[src/rtl/uart_irq_pkg.sv]
package uart_irq_pkg;
   localparam logic [3:0] ID_NONE    = 4'b0001;
   localparam logic [3:0] ID_LINE    = 4'b0110;
   localparam logic [3:0] ID_RXDATA  = 4'b0100;
   localparam logic [3:0] ID_TIMEOUT = 4'b1100;
   localparam logic [3:0] ID_TXEMPTY = 4'b0010;
   localparam logic [3:0] ID_MODEM   = 4'b0000;
   // positions in the pending vector, highest priority first
   localparam int unsigned P_LINE    = 0;
   localparam int unsigned P_RXDATA  = 1;
   localparam int unsigned P_TIMEOUT = 2;
   localparam int unsigned P_TXEMPTY = 3;
   localparam int unsigned P_MODEM   = 4;
   localparam int unsigned SRC_N     = 5;
   // positions in the latched-flag vector
   localparam int unsigned F_LINE    = 0;
   localparam int unsigned F_TIMEOUT = 1;
   localparam int unsigned F_TXEMPTY = 2;
   localparam int unsigned F_MODEM   = 3;
   localparam int unsigned FLAG_N    = 4;
endpackage

[src/rtl/uart_irq_flagbank.sv]
module uart_irq_flagbank #(
   parameter int unsigned N = 4
) (
   input  logic         clk,
   input  logic         rst_n,
   input  logic [N-1:0] set_i,
   input  logic [N-1:0] clr_i,
   output logic [N-1:0] flag_o
);
   for (genvar i = 0; i < N; i++) begin : g_flag
      logic q;
      always_ff @(posedge clk) begin
         if (!rst_n)        q <= 1'b0;
         else if (set_i[i]) q <= 1'b1;   // set dominates a simultaneous clear
         else if (clr_i[i]) q <= 1'b0;
      end
      assign flag_o[i] = q;
   end
endmodule

[src/rtl/uart_irq_chartimer.sv]
module uart_irq_chartimer #(
   parameter int unsigned FRAME_W = 4
) (
   input  logic               clk,
   input  logic               rst_n,
   input  logic               run_i,
   input  logic               restart_i,
   input  logic               tick_i,
   input  logic [FRAME_W-1:0] frame_bits_i,
   output logic               expired_o
);
   localparam int unsigned CNT_W = FRAME_W + 2;

   logic [CNT_W-1:0] cnt_q;
   logic [CNT_W-1:0] limit;

   assign limit = {frame_bits_i, 2'b00};   // four frames

   always_ff @(posedge clk) begin
      if (!rst_n)                   cnt_q <= '0;
      else if (!run_i || restart_i) cnt_q <= '0;
      else if (tick_i && cnt_q != limit)
                                    cnt_q <= cnt_q + 1'b1;
   end

   assign expired_o = run_i && !restart_i && (limit != '0) && (cnt_q == limit);
endmodule

[src/rtl/uart_irq_prio.sv]
module uart_irq_prio
   import uart_irq_pkg::*;
(
   input  logic [SRC_N-1:0] pend_i,
   input  logic             fifo_mode_i,
   output logic [3:0]       id_o
);
   logic [3:0] raw;
   always_comb begin
      if      (pend_i[P_LINE])    raw = ID_LINE;
      else if (pend_i[P_RXDATA])  raw = ID_RXDATA;
      else if (pend_i[P_TIMEOUT]) raw = ID_TIMEOUT;
      else if (pend_i[P_TXEMPTY]) raw = ID_TXEMPTY;
      else if (pend_i[P_MODEM])   raw = ID_MODEM;
      else                        raw = ID_NONE;
   end
   assign id_o = {raw[3] & fifo_mode_i, raw[2:0]};
endmodule

[src/rtl/uart_irq_id.sv]
module uart_irq_id
   import uart_irq_pkg::*;
#(
   parameter int unsigned FRAME_W     = 4,
   parameter bit          HAS_TIMEOUT = 1'b1
) (
   input  logic               clk,
   input  logic               rst_n,
   input  logic               fifo_mode,
   input  logic [4:0]         src_en,
   input  logic               line_err,
   input  logic               rx_at_trigger,
   input  logic               rx_nonempty,
   input  logic               rx_push,
   input  logic               rd_rbr,
   input  logic               baud_tick,
   input  logic [FRAME_W-1:0] frame_bits,
   input  logic               thr_empty_evt,
   input  logic               wr_thr,
   input  logic               rd_iir,
   input  logic               modem_chg,
   input  logic               rd_lsr,
   input  logic               rd_msr,
   output logic [3:0]         int_id,
   output logic               irq
);
   if (FRAME_W < 2 || FRAME_W > 8) begin : g_bad_frame_w
      $error("uart_irq_id: FRAME_W must be 2..8");
   end

   logic              to_expired;
   logic [FLAG_N-1:0] flag_set, flag_clr, flag_q;
   logic [SRC_N-1:0]  pend;

   if (HAS_TIMEOUT) begin : g_timer
      uart_irq_chartimer #(.FRAME_W(FRAME_W)) u_timer (
         .clk          (clk),
         .rst_n        (rst_n),
         .run_i        (fifo_mode & rx_nonempty),
         .restart_i    (rx_push | rd_rbr),
         .tick_i       (baud_tick),
         .frame_bits_i (frame_bits),
         .expired_o    (to_expired)
      );
   end else begin : g_no_timer
      assign to_expired = 1'b0;
   end

   always_comb begin
      flag_set            = '0;
      flag_clr            = '0;
      flag_set[F_LINE]    = line_err;
      flag_clr[F_LINE]    = rd_lsr;
      flag_set[F_TIMEOUT] = to_expired;
      flag_clr[F_TIMEOUT] = rd_rbr | ~fifo_mode;
      flag_set[F_TXEMPTY] = thr_empty_evt;
      flag_clr[F_TXEMPTY] = wr_thr | (rd_iir && int_id == ID_TXEMPTY);
      flag_set[F_MODEM]   = modem_chg;
      flag_clr[F_MODEM]   = rd_msr;
   end

   uart_irq_flagbank #(.N(FLAG_N)) u_flags (
      .clk    (clk),
      .rst_n  (rst_n),
      .set_i  (flag_set),
      .clr_i  (flag_clr),
      .flag_o (flag_q)
   );

   always_comb begin
      pend            = '0;
      pend[P_LINE]    = flag_q[F_LINE]    & src_en[P_LINE];
      pend[P_RXDATA]  = rx_at_trigger     & src_en[P_RXDATA];
      pend[P_TIMEOUT] = flag_q[F_TIMEOUT] & src_en[P_TIMEOUT] & fifo_mode;
      pend[P_TXEMPTY] = flag_q[F_TXEMPTY] & src_en[P_TXEMPTY];
      pend[P_MODEM]   = flag_q[F_MODEM]   & src_en[P_MODEM];
   end

   uart_irq_prio u_prio (
      .pend_i      (pend),
      .fifo_mode_i (fifo_mode),
      .id_o        (int_id)
   );

   assign irq = |pend;
endmodule

[config.mk]
export PLATFORM = sky130hd
export DESIGN_NAME = uart_irq_id
export DESIGN_NICKNAME = d
export VERILOG_FILES = /design/src/rtl/uart_irq_pkg.sv /design/src/rtl/uart_irq_flagbank.sv /design/src/rtl/uart_irq_chartimer.sv /design/src/rtl/uart_irq_prio.sv /design/src/rtl/uart_irq_id.sv
export SDC_FILE = /design/constraint.sdc
export NUM_CORES = 1
export LEC_CHECK = 0
export ABC_AREA = 1
export BUFFER_PORTS_ARGS = -buffer_cell sky130_fd_sc_hd__clkbuf_2
export CORE_MARGIN = 4
export CORE_UTILIZATION = 48
export CTS_CLUSTER_SIZE = 8
export DETAILED_ROUTE_END_ITERATION = 6
export PLACE_DENSITY = 0.81
export SLEW_MARGIN = 25
export SYNTH_ARGS = -nofsm -noshare
export SYNTH_HDL_FRONTEND = slang
export SYNTH_SLANG_ARGS = --single-unit
[constraint.sdc]
create_clock -name clk -period 1.7 [get_ports clk]
set_input_delay 0.17 -clock clk [delete_from_list [all_inputs] [get_ports clk]]
set_output_delay 0.17 -clock clk [all_outputs]
set_load 0.05 [all_outputs]
Word level (Yosys, flattened, before mapping). Cells that the tools add are included.

$add $sub $neg: 1. Equal/unequal tests: 3. Multiplexer cells: 13. Bitwise logic cells: 13. Reductions and logical operators: 15.

Operator list (number): 2-to-1 mux 4 bit (4); 2-to-1 mux 1 bit (9); AND 1 bit (8); nonzero test 2 bit (4); adder 6 x 1 -> 6 bit (second input constant) (1); equality test 6 bit (1); != test 6 bit (1); nonzero test 6 bit (1); logical AND 1 bit (5); OR reduction 5 bit (1); equality test 4 x 2 -> 1 bit (second input constant) (1); bitwise OR 1 bit (3); logical NOT 1 bit (2); NOT 1 bit (2); OR reduction 2 bit (1); logical OR 1 bit (1).

Register bits: 10. Output and inout bits: 5. Logic and storage cells: 50.

Logic depth before layout (Yosys ltp).
Word-level depth: 12. Gate-level depth with buffers: 8.

Modules after synthesis. Synthesis repeated with hierarchy kept, for this count alone.

Cell total of the unflattened synthesis: 132. Area total of the unflattened synthesis: 757.0 um^2.

By module, submodules not included: uart_irq_chartimer (instances 1, cells an instance 70, area each 416.6 um^2, sequential area each 120.1 um^2); uart_irq_flagbank (instances 1, cells an instance 25, area each 178.9 um^2, sequential area each 80.1 um^2); uart_irq_id (instances 1, cells an instance 26, area each 111.4 um^2, sequential area each 0.0 um^2); uart_irq_prio (instances 1, cells an instance 11, area each 50.0 um^2, sequential area each 0.0 um^2).

Worst setup path after synthesis. OpenSTA, ideal clock, no wires.

Path type: reg-to-output. Start point: reg u_flags.g_flag[0].q. End point: out irq. Arrival: 2.030 ns. Required time: 1.530 ns. Path slack: -0.500 ns. Stages on the path, launching flop included: 7. Buffers on the path: 0. Cell sequence: dfxtp_1 -> nand2_1 -> nand2_1 -> inv_1 -> nand2_1 -> nor2_1 -> inv_1.

Word-level cells in the longest chain between the ends: 2.

Ends and longest elaborated chain: start: declaration (RTL line uart_irq_flagbank.sv:11) `logic q;`; start signal: assignment (RTL line uart_irq_flagbank.sv:13) `if (!rst_n) q <= 1'b0;`; start signal: assignment (RTL line uart_irq_flagbank.sv:14) `else if (set_i[i]) q <= 1'b1;`; start signal: assignment (RTL line uart_irq_flagbank.sv:15) `else if (clr_i[i]) q <= 1'b0;`; AND 1 bit (RTL line uart_irq_id.sv:72) `pend[P_LINE] = flag_q[F_LINE] & src_en[P_LINE];`; OR reduction 5 bit (RTL line uart_irq_id.sv:85) `assign irq = |pend;`; end: declaration (RTL line uart_irq_id.sv:25) `output logic irq`.

Every way passes these cells.

Final worst setup path. Same ends and word-level chain as after synthesis.

==> out/results.ini <==
[outcome]
outcome=finished clean

[place]
place_hpwl_um=1200
port-buffer-count=28
gp_congestion=0.911

[worst_setup_path]
crit_fanout=2
critPathBufInv=3
arrival_ps=1250
cp_cell_sequence=nand2_1 -> nand2_1 -> inv_1 -> nand2_1 -> nor2_4 -> inv_1 -> clkbuf_2
cp_top_family=buffers and inverters
critPathSlowestCell=dfxtp_1
startpoint_type=flop
rr_worst_depth=8
startpoint=u_flags.g_flag[0].q
crit_path_frequent_cell=nand2_1
end_kind=output pin
crit_type=flop to output pin
cpPeakStageDelay_ps=330
worst-path-stages=7
cp.required_ps=1530
r2r_start=g_timer.u_timer.cnt_q[0]

[cells_and_area]
area_delta_synth_final_pct=31.2
drive_above_1_share_pct=30.8
layout.nets=157
n_fill_cell=129
n_antenna_cell=0

[clock_network]
post_cts_buffers=0
insertion_delay_ps=260
cts-htree-levels=1
clock_path_buffers=2
cts_buffers=3
clock_tree.root_cell=clkbuf_4
ctsResizeCount=0
cts_tree=built
clkSlewWorstSetupHoldPaths_ps=70
postCtsHoldBufs=0
cts.sinks=10

[floorplanning]
start_util_pct=50.6
rows=13
io_pins=29
core_um2=1280
chipHeight_um=44.8
die_w_um=44.8
dieArea_um2=2010

[route]
drt_iter0_drc=10
ant_nets=0
drc=0
vias_per_cell=4.74
drt-wirelength-per-cell_um=9.38
routed_wl_um=1360
route.vias.total=688
first_pass_iters=4

[hold_path]
holdPathStages=3
hold_class=primary input to flop
holdCritStartpoint=line_err

[sta]
slew_headroom_pct=81.0
skew_ps=5.62
slew_violations=0
finalHoldViolations=0
fin_crit_sh_pct=83.5
period_minus_slack_ps=1420
finalSetupViolCount=0
fmax_mhz=704
holdWs_ps=113
finalSetupTns_ps=0
max_slew.worst_pin.slew_ps=286
rsz0062_at_grt=false

[pwr]
peakVddDrop_uv=700
power_density_nw_per_um2=661
p_leak_uw=0.000439

[global_routing]
overflow=0
antenna_found_initial=0
grt_pass1_vias=592
grt_max_degree=9
track_usage_pct=15.5
grt_pass1_wl_um=2330

[logic_synthesis]
ys_warn_count=0
synth.distinct_cells=20
synth.avg_cell_area_um2=6.64
ys_seq_area_share_pct=30.8
netlist.top_cell.by_area=dfxtp_1
syn_area_um2=651
syn_nets=124
synth_top_area_share_pct=30.8
ys_seq_elements=10
yosys-top-cells-area=dfxtp_1, nand2_1, inv_1
syn_inst=98

[flow_run]
max_cap_viol_count=0

[state kept, by name (all words and copies together), names as in the netlist]
register,flops
g_timer.u_timer.cnt_q,6
u_flags.g_flag.q,4
[where the power goes]
part	internal, µW	switching, µW
clock network	130	75.5
registers	239	2.37
logic	42.2	75.5
total	411	153
[layout make-up]
type	instances	area [µm²]	area share, %
flip-flops and latches	10	200	23.5
well taps	15	18.8	2.20
repair buffers	28	140	16.4
multi-input cells	73	402	47.1
clock buffers	4	36.3	4.25
inverters	15	56.3	6.60
[worst register-to-register path, cell delays in order, from the launching register on]
cell and delay [ps]:
dfxtp_1 340, inv_1 100, ha_1 150, nand2_1 80, nor2_4 130, nand3_4 120
nand2_4 110, nand2_1 50, a21oi_1 120
[logic make-up after synthesis]
logic type               share of synthesized area [%]
XOR/XNOR                                          5.39
flip-flops                                        30.8
AND/OR/NAND/NOR                                   43.7
buffers and inverters                             8.65
adder cells (fa/ha/maj)                           3.85
AO/OA/AOI/OAI                                     7.69
[through the flow]
stage / cells / util (%) / area (µm²) / total power [µW] / setup WS (ps)
after detailed placement: 141 / 63.6 / 817 / 365 / 431
after CTS: 145 / 66.4 / 853 / 573 / 266
after global placement: 141 / 63.6 / 817 / 363 / 462
after global routing: 145 / 66.4 / 853 / 601 / 175
final: 145 / 66.4 / 853 / 564 / 280
after floorplan: 98 / - / 658 / 320 / 14.8
[Yosys cell counts, drive strengths merged]
master  count
a21oi       9
dfxtp      10
o21ai       1
xnor2       2
nor4        1
nor3b       1
nand4       1
xor2        2
ha          2
nand3b      2
or2         1
nor2       10
nand3      11
nand2      30
inv        15
[worst paths after layout]
| path | slack (ps) | endpoint |
|---|---|---|
| worst min register to register | 480 | u_flags.g_flag[1].q |
| worst min-delay path | 110 | u_flags.g_flag[0].q |
| worst max register to register | 420 | g_timer.u_timer.cnt_q[2] |
| worst max-delay path | 280 | irq |
[placed cells by master, fill, tap and decap left out, drive strengths merged]
cell type,netlist,layout
a21oi,9,9
clkbuf,0,32
dfxtp,10,10
ha,2,2
inv,15,15
nand2,30,30
nand3,11,11
nand3b,2,2
nand4,1,1
nor2,10,10
nor3b,1,1
nor4,1,1
o21ai,1,1
or2,1,1
xnor2,2,2
xor2,2,2
[layer usage]
metal / global-route usage, % / share of wire (%)
met1: 20.1 / 45
met2: 25.2 / 50
met3: 4.78 / 4.8
met4: 3.51 / 0
met5: 0 / 0
No activity file was read; power rests on OpenSTA's default activity.
